<file path="config.mk">
export PLATFORM = sky130hd
export DESIGN_NAME = tick_timer
export DESIGN_NICKNAME = d
export VERILOG_FILES = /design/src/rtl/tick_pkg.sv /design/src/rtl/tick_counter.sv /design/src/rtl/tick_compare.sv /design/src/rtl/tick_rd_port.sv /design/src/rtl/tick_timer.sv
export SDC_FILE = /design/constraint.sdc
export NUM_CORES = 1
export LEC_CHECK = 0
export BUFFER_PORTS_ARGS = -buffer_cell sky130_fd_sc_hd__buf_2
export CAP_MARGIN = 20
export CORE_MARGIN = 3
export CORE_UTILIZATION = 53
export DETAILED_ROUTE_END_ITERATION = 6
export PLACE_DENSITY = 0.77
export SETUP_SLACK_MARGIN = 0.3
export SYNTH_ARGS = -nofsm -noshare
export SYNTH_HDL_FRONTEND = slang
export SYNTH_HIERARCHICAL = 1
export SYNTH_SLANG_ARGS = --single-unit
</file>
<file path="constraint.sdc">
create_clock -name clk_i -period 2.2 [get_ports clk_i]
set_input_delay 0.33 -clock clk_i [delete_from_list [all_inputs] [get_ports clk_i]]
set_output_delay 0.33 -clock clk_i [all_outputs]
set_load 0.05 [all_outputs]
</file>
<file path="src/rtl/tick_pkg.sv">
package tick_pkg;
  typedef enum logic {
    REG_CNT = 1'b0,
    REG_CMP = 1'b1
  } reg_sel_e;
endpackage

</file>
<file path="src/rtl/tick_counter.sv">
module tick_counter #(
  parameter int VAL_W = 63
) (
  input  logic             clk_i,
  input  logic             rst_ni,
  input  logic             tick_en_i,
  input  logic             ld_i,
  input  logic [VAL_W-1:0] ld_val_i,
  input  logic             ld_flag_i,
  output logic [VAL_W-1:0] val_o,
  output logic             npt_o
);
  logic [VAL_W-1:0] val_q;
  logic             npt_q;

  // load beats tick; wrap is natural modulo 2^VAL_W
  always_ff @(posedge clk_i or negedge rst_ni) begin
    if (!rst_ni) begin
      val_q <= '0;
      npt_q <= 1'b1;
    end else if (ld_i) begin
      val_q <= ld_val_i;
      npt_q <= ld_flag_i;
    end else if (tick_en_i) begin
      val_q <= val_q + 1'b1;
    end
  end

  assign val_o = val_q;
  assign npt_o = npt_q;
endmodule

</file>
<file path="src/rtl/tick_compare.sv">
module tick_compare #(
  parameter int VAL_W = 63
) (
  input  logic             clk_i,
  input  logic             rst_ni,
  input  logic             ld_i,
  input  logic [VAL_W-1:0] ld_val_i,
  input  logic             ld_flag_i,
  input  logic [VAL_W-1:0] cnt_i,
  output logic [VAL_W-1:0] cmp_o,
  output logic             int_dis_o,
  output logic             irq_o
);
  logic [VAL_W-1:0] cmp_q;
  logic             int_dis_q;
  logic             hit, hit_q, irq_q;

  always_ff @(posedge clk_i or negedge rst_ni) begin
    if (!rst_ni) begin
      cmp_q     <= '0;
      int_dis_q <= 1'b1;
    end else if (ld_i) begin
      cmp_q     <= ld_val_i;
      int_dis_q <= ld_flag_i;
    end
  end

  assign hit = (cnt_i == cmp_q) && !int_dis_q;

  // pulse on the rising edge of the match condition only
  always_ff @(posedge clk_i or negedge rst_ni) begin
    if (!rst_ni) begin
      hit_q <= 1'b0;
      irq_q <= 1'b0;
    end else begin
      hit_q <= hit;
      irq_q <= hit && !hit_q;
    end
  end

  assign cmp_o     = cmp_q;
  assign int_dis_o = int_dis_q;
  assign irq_o     = irq_q;
endmodule

</file>
<file path="src/rtl/tick_rd_port.sv">
module tick_rd_port #(
  parameter int W       = 64,
  parameter int PRIV_W  = 2,
  parameter int SUP_LVL = 1
) (
  input  logic              clk_i,
  input  logic              rst_ni,
  input  logic              rd_en_i,
  input  logic              rd_sel_i,
  input  logic [PRIV_W-1:0] rd_priv_i,
  input  logic [W-1:0]      cnt_word_i,
  input  logic [W-1:0]      cmp_word_i,
  output logic [W-1:0]      rd_data_o,
  output logic              rd_valid_o,
  output logic              priv_exc_o
);
  import tick_pkg::*;

  localparam logic [PRIV_W-1:0] SUP = PRIV_W'(SUP_LVL);

  logic         is_cnt, trap, ok;
  logic [W-1:0] sel_word;

  assign is_cnt   = (rd_sel_i == REG_CNT);
  // the trap flag sits in the top bit of the counter word
  assign trap     = rd_en_i && is_cnt && cnt_word_i[W-1] && (rd_priv_i < SUP);
  assign ok       = rd_en_i && !trap;
  assign sel_word = is_cnt ? cnt_word_i : cmp_word_i;

  always_ff @(posedge clk_i or negedge rst_ni) begin
    if (!rst_ni) begin
      rd_data_o  <= '0;
      rd_valid_o <= 1'b0;
      priv_exc_o <= 1'b0;
    end else begin
      rd_data_o  <= ok ? sel_word : '0;
      rd_valid_o <= ok;
      priv_exc_o <= trap;
    end
  end
endmodule

</file>
<file path="src/rtl/tick_timer.sv">
module tick_timer #(
  parameter int W       = 64,
  parameter int PRIV_W  = 2,
  parameter int SUP_LVL = 1
) (
  input  logic              clk_i,
  input  logic              rst_ni,
  input  logic              tick_en_i,
  input  logic              wr_en_i,
  input  logic              wr_sel_i,
  input  logic [W-1:0]      wr_data_i,
  input  logic              rd_en_i,
  input  logic              rd_sel_i,
  input  logic [PRIV_W-1:0] rd_priv_i,
  output logic [W-1:0]      rd_data_o,
  output logic              rd_valid_o,
  output logic              priv_exc_o,
  output logic              irq_o
);
  import tick_pkg::*;

  localparam int VAL_W = W - 1;

  logic [VAL_W-1:0] cnt_val, cmp_val;
  logic             npt, int_dis;
  logic             wr_cnt, wr_cmp;

  assign wr_cnt = wr_en_i && (wr_sel_i == REG_CNT);
  assign wr_cmp = wr_en_i && (wr_sel_i == REG_CMP);

  tick_counter #(.VAL_W(VAL_W)) u_cnt (
    .clk_i     (clk_i),
    .rst_ni    (rst_ni),
    .tick_en_i (tick_en_i),
    .ld_i      (wr_cnt),
    .ld_val_i  (wr_data_i[VAL_W-1:0]),
    .ld_flag_i (wr_data_i[W-1]),
    .val_o     (cnt_val),
    .npt_o     (npt)
  );

  tick_compare #(.VAL_W(VAL_W)) u_cmp (
    .clk_i     (clk_i),
    .rst_ni    (rst_ni),
    .ld_i      (wr_cmp),
    .ld_val_i  (wr_data_i[VAL_W-1:0]),
    .ld_flag_i (wr_data_i[W-1]),
    .cnt_i     (cnt_val),
    .cmp_o     (cmp_val),
    .int_dis_o (int_dis),
    .irq_o     (irq_o)
  );

  tick_rd_port #(.W(W), .PRIV_W(PRIV_W), .SUP_LVL(SUP_LVL)) u_rd (
    .clk_i      (clk_i),
    .rst_ni     (rst_ni),
    .rd_en_i    (rd_en_i),
    .rd_sel_i   (rd_sel_i),
    .rd_priv_i  (rd_priv_i),
    .cnt_word_i ({npt, cnt_val}),
    .cmp_word_i ({int_dis, cmp_val}),
    .rd_data_o  (rd_data_o),
    .rd_valid_o (rd_valid_o),
    .priv_exc_o (priv_exc_o)
  );
endmodule

</file>
After elaboration in Yosys (flattened, before gate mapping)
Cells that the tools add are included.
W data, S select, Z words.
- add/subtract/negate cells: 1
- $lt $le $gt $ge: 1
- equality and inequality tests: 1
- multiplexer cells: 4
- bitwise gates (word level): 2
- reduce and logical (&&, ||, !) cells: 12
- operator list (operator ; count):
    $mux W64 ; 2
    $mux W63 ; 2
    $add A63 B1 Y63 const B ; 1
    $eq A63 B63 Y1 ; 1
    $logic_and A1 B1 Y1 ; 8
    $logic_not A1 Y1 ; 3
    $lt A2 B1 Y1 const B ; 1
    $not A1 Y1 ; 2
    $reduce_bool A2 Y1 ; 1
- flip-flop bits (word level): 196
- bits of input ports: 73
- logic and storage cells: 30

Depth between registers and ports, before layout
- word-level depth: 7
- mapped depth: 8
- mapped depth without buffers: 6

Cells and area by module
Netlist, hierarchy kept.
- modules (own cells, without submodules) (module ; times used ; cells each ; area an instance (um^2) ; sequential area each (um^2)):
    tick_counter ; 1 ; 445 ; 3813.7 ; 1602.8
    tick_rd_port ; 1 ; 218 ; 3329.4 ; 1651.6
    tick_compare ; 1 ; 238 ; 3128.0 ; 1652.8
    tick_timer ; 1 ; 2 ; 16.3 ; 0.0

Worst setup path before layout
No wires, ideal clock.
- kind: flip-flop to flip-flop
- start point: register u_cnt.val_q[0], in the netlist u_cnt/val_o[0]
- end point: register u_cnt.val_q[56], in the netlist u_cnt/val_o[56]
- setup time: 0.082 ns
- data arrival time: 2.325 ns
- required time: 2.118 ns
- slack: -0.207 ns
- cell stages (with the launch flop): 8
- cells stage by stage: dfrtp_1 > ha_1 > nand4_1 > or2_1 > or4_1 > buf_2 > or4_1 > a31oi_1
- longest elaborated chain between the ends: 3
- RTL lines (element ; line ; source):
    start: declaration ; tick_counter.sv:13 ; logic [VAL_W-1:0] val_q;
    start signal: assignment ; tick_counter.sv:22 ; val_q <= ld_val_i;
    start signal: assignment ; tick_counter.sv:25 ; val_q <= val_q + 1'b1;
    $add A63 B1 Y63 ; tick_counter.sv:25 ;
    $mux W63 ; tick_counter.sv:24 ; end else if (tick_en_i) begin
    $mux W63 ; tick_counter.sv:21 ; end else if (ld_i) begin
Every way passes these cells. The select of a mux whose other input is x is not followed.
A chain may end at the register's enable or synchronous reset.

Final worst setup path
- start point: register u_cnt.val_q[6], in the netlist u_cnt/val_o[6]
- end point: register u_cnt.val_q[60], in the netlist u_cnt/val_o[60]
The elaborated chain is that of the path after synthesis.

==> impl_metrics.env <==
export IMPL_tightest_slew_ns=0.504
export IMPL_crit_buf_inv=1
export IMPL_grt_pass1_wl_mm=49.1
export IMPL_max_freq_mhz=452
export IMPL_vias_per_cell=5.99
export IMPL_min_period_ns=2.21
export IMPL_initial_core_util_pct=54.5
export IMPL_path_delay_family="simple AND/OR/NAND/NOR gates"
export IMPL_cts_tree="done"
export IMPL_grt_max_degree=84
export IMPL_synth_ff_type="dfrtp_1"
export IMPL_hold_viol_final=0
export IMPL_skew_ns=0.0106
export IMPL_min_to="u_cnt/val_o[41]$_DFFE_PN0P_"
export IMPL_crit_chain="nand4_1, buf_6, or3_4, or4_4, or4_4, a31oi_1"
export IMPL_synth_edf_count=0
export IMPL_seq_power_share_pct=41.5
export IMPL_fp_dieW_um=145
export IMPL_synth_area_per_cell_um2=11.4
export IMPL_diodes=0
export IMPL_numCtsBuffers=17
export IMPL_synth_nets=977
export IMPL_async_flop_share_pct=100
export IMPL_cp_slowest_cell="or4_4"
export IMPL_yosysMostFrequentCell="dfrtp_1"
export IMPL_hp_start="wr_data_i[41]"
export IMPL_syn_area_um2=10300
export IMPL_wire_per_inst_um=22.1
export IMPL_overflow=0
export IMPL_end_kind="register"
export IMPL_die_h_um=145
export IMPL_synthTopCellsByCount="194 x dfrtp_1, 73 x xnor2_1, 65 x mux2i_1, 65 x nand2_1, 64 x mux2_2"
export IMPL_top_layer="met5"
export IMPL_reg2reg_to="u_cnt/val_o[60]$_DFFE_PN0P_"
export IMPL_grt_pass1_vias=8667
export IMPL_power_leakage_uw=0.00595
export IMPL_cts_buffer_depth=2
export IMPL_crit_top_cell="or4_4"
export IMPL_irDropWorstVdd_v=0.000536
export IMPL_rows=50
export IMPL_ys_warn_count=6
export IMPL_fillers=1372
export IMPL_drc_errors=0
export IMPL_crit_path_start_kind="register"
export IMPL_switching_power_uw=3620
export IMPL_rsz0062_at_grt="yes"
export IMPL_htreeDepth=4
export IMPL_cpPeakStageDelay_ns=0.51
export IMPL_fin_setup_tns_ns=-0.0222
export IMPL_synthTopCellsByArea="dfrtp_1 47%, nor3b_2 7.3%, mux2_2 7.0%"
export IMPL_rr_worst_depth=6
export IMPL_finish_utilization_pct=71.3
export IMPL_whs_path_depth=3
export IMPL_maxSlewViolCount=0
export IMPL_drv_cap=0
export IMPL_p_sw_share_pct=33.5
export IMPL_synth_cells=903
export IMPL_crit_cells=6
export IMPL_p_int_uw=7170
export IMPL_syn_to_final_growth_pct=30.9
export IMPL_hpwl_mm=22.2
export IMPL_crit_fanout=5
export IMPL_finalSetupViolations=2
export IMPL_finalWorstSetupSlack_ns=-0.0132
export IMPL_r2r_start="u_cnt/val_o[6]$_DFFE_PN0P_"
export IMPL_antenna_found_initial=1
export IMPL_grt_usage_pct=29.4
export IMPL_wl_mm=31.7
export IMPL_via_count=8585
export IMPL_worstHoldPathType="in -> reg"
export IMPL_io_pins=140
export IMPL_clk_latency_ns=0.44
export IMPL_ant_nets=0
export IMPL_route_met3_wl_mm=2.09
export IMPL_synth_yosys_seq_area_share_pct=47.7
export IMPL_route_met2_wl_mm=15.1
export IMPL_yosysTopAreaCell="dfrtp_1"
export IMPL_drt_first_iter_violations=805
export IMPL_die_area_um2=21100
export IMPL_pwr_share_clk_pct=29.7
export IMPL_crit_type="reg -> reg"
export IMPL_yosys_register_bits=196
export IMPL_finalCritPeriodShare_pct=101
export IMPL_place_congestion=0.990
export IMPL_rrSetupSlack_ns=-0.01
export IMPL_drtPass1Iterations=6
export IMPL_core_um2=18900
export IMPL_fin_nets=1235
export IMPL_port_buffers=139
export IMPL_critPathRequiredTime_ns=2.55
export IMPL_slew_headroom_pct=66.1
export IMPL_synth_top_area_share_pct=47.2
export IMPL_arrival_ns=2.57
export IMPL_path_clk_slew_ns=0.07
export IMPL_drive_above_1_share_pct=45.4
export IMPL_violations="negative setup slack"
export IMPL_combPwrFrac_pct=28.8
export IMPL_status="finished with violations"
export IMPL_wl_met1_mm=13.1
export IMPL_cts_root_buf="clkbuf_16"
export IMPL_clkSinkCount=196
export IMPL_ys_types=49
export IMPL_power_density_nw_per_um2=801
power groups by stage:
stage / sequential (uW) / combinational, uW / clock [uW]
final: 4470 / 3110 / 3210
after global routing: 4530 / 3280 / 3390
after CTS: 4440 / 2900 / 3240
after detailed placement: 4500 / 2800 / 0
after global placement: 4470 / 2760 / 0
after floorplan: 5020 / 1150 / 0
per-stage QoR:
step / setup WS [ns] / hold slack (ns) / cell area (um2) / cells / total power (uW)
2_1_floorplan: -0.152 / 0.0344 / 10300 / 903 / 6170
3_3_place_gp: -0.0115 / 0.331 / 12000 / 1365 / 7230
3_5_place_dp: -0.0520 / 0.335 / 12000 / 1365 / 7290
4_1_cts: 0.0151 / 0.108 / 13000 / 1422 / 10600
5_1_grt: -0.0813 / 0.129 / 13500 / 1434 / 11200
6_report: -0.0132 / 0.124 / 13500 / 1434 / 10800
how the worst max path moves through the flow:
stage,start,end,slack [ns]
after floorplan,u_cnt/val_o[0]$_DFFE_PN0P_,u_cnt/val_o[56]$_DFFE_PN0P_,-0.15
after global placement,u_cnt/val_o[5]$_DFFE_PN0P_,u_cnt/val_o[60]$_DFFE_PN0P_,-0.01
after detailed placement,u_cnt/val_o[6]$_DFFE_PN0P_,u_cnt/val_o[60]$_DFFE_PN0P_,-0.05
after CTS,u_cnt/val_o[0]$_DFFE_PN0P_,u_cnt/val_o[60]$_DFFE_PN0P_,0.02
after global routing,u_cnt/val_o[1]$_DFFE_PN0P_,u_cnt/val_o[52]$_DFFE_PN0P_,-0.08
final,u_cnt/val_o[6]$_DFFE_PN0P_,u_cnt/val_o[60]$_DFFE_PN0P_,-0.01
final cells by class:
type                    instances  area, um2  share of cell area [%]
clock inverters                12        155                    1.15
inverters                      14       52.6                   0.390
clock buffers                  20        447                    3.32
repair buffers                287       2020                    15.0
flip-flops and latches        196       4920                    36.5
well taps                     260        325                    2.42
multi-input cells             645       5540                    41.2
worst reg2reg max path: stages (launching register included):
cell	delay, ns
dfrtp_1	0.36
nand4_1	0.14
buf_6	0.16
or3_4	0.39
or4_4	0.43
or4_4	0.51
a31oi_1	0.14
logic make-up after synthesis:
group | synth area share, %
AOI/OAI and AO/OA | 5.21
DFF | 47.7
adders and majority gates | 0.122
and+or+nand+nor | 21.5
xor gates and xnor gates | 8.17
muxes | 13.3
buffers and inverters | 3.93
cells in the final DEF, fill, tap and decap left out, types with 6 or more instances in the layout:
master | synthesis | layout
a31oi_1 | 20 | 19
nand4_1 | 43 | 43
or4_4 | 1 | 12
and4_1 | 13 | 7
nand3_1 | 24 | 17
nor4_4 | 0 | 8
dfrtp_2 | 0 | 8
xnor2_2 | 0 | 14
clkbuf_16 | 0 | 17
nor3b_2 | 60 | 61
o21ai_1 | 1 | 16
nand2_1 | 65 | 64
inv_1 | 13 | 13
xor2_1 | 23 | 22
buf_2 | 11 | 137
buf_4 | 2 | 118
nor2_1 | 36 | 31
mux2_2 | 64 | 64
dfrtp_1 | 194 | 186
and3_1 | 7 | 6
buf_12 | 6 | 10
buf_6 | 7 | 19
or3_1 | 16 | 14
xnor2_1 | 73 | 56
mux2i_1 | 65 | 65
o21ai_0 | 54 | 39
state kept, by name, indices dropped and copies added, names as in the netlist:
register / count
u_rd/rd_data_o: 64
u_cmp/cmp_o: 63
u_cnt/val_o: 63
u_cmp/hit_q: 1
u_cmp/int_dis_o: 1
u_cmp/irq_o: 1
u_cnt/npt_o: 1
u_rd/priv_exc_o: 1
u_rd/rd_valid_o: 1
layer usage:
layer / vias to the layer above / track usage [%]
li1: 3782 / -
met1: 4310 / 39.6
met2: 397 / 47.4
met3: 94 / 5.56
met4: 2 / 11.5
met5: - / 0
timing repair:
item | 4_1_cts | 5_1_grt
gates resized for setup | 62 | 71
pin swaps | 40 | 34
hold buffers | 1 | 0
buffers inserted | 24 | 12
endpoints found under the hold margin | 51 | 0
setup endpoints to repair | 38 | 44
Power figures use the tool's default switching activity.
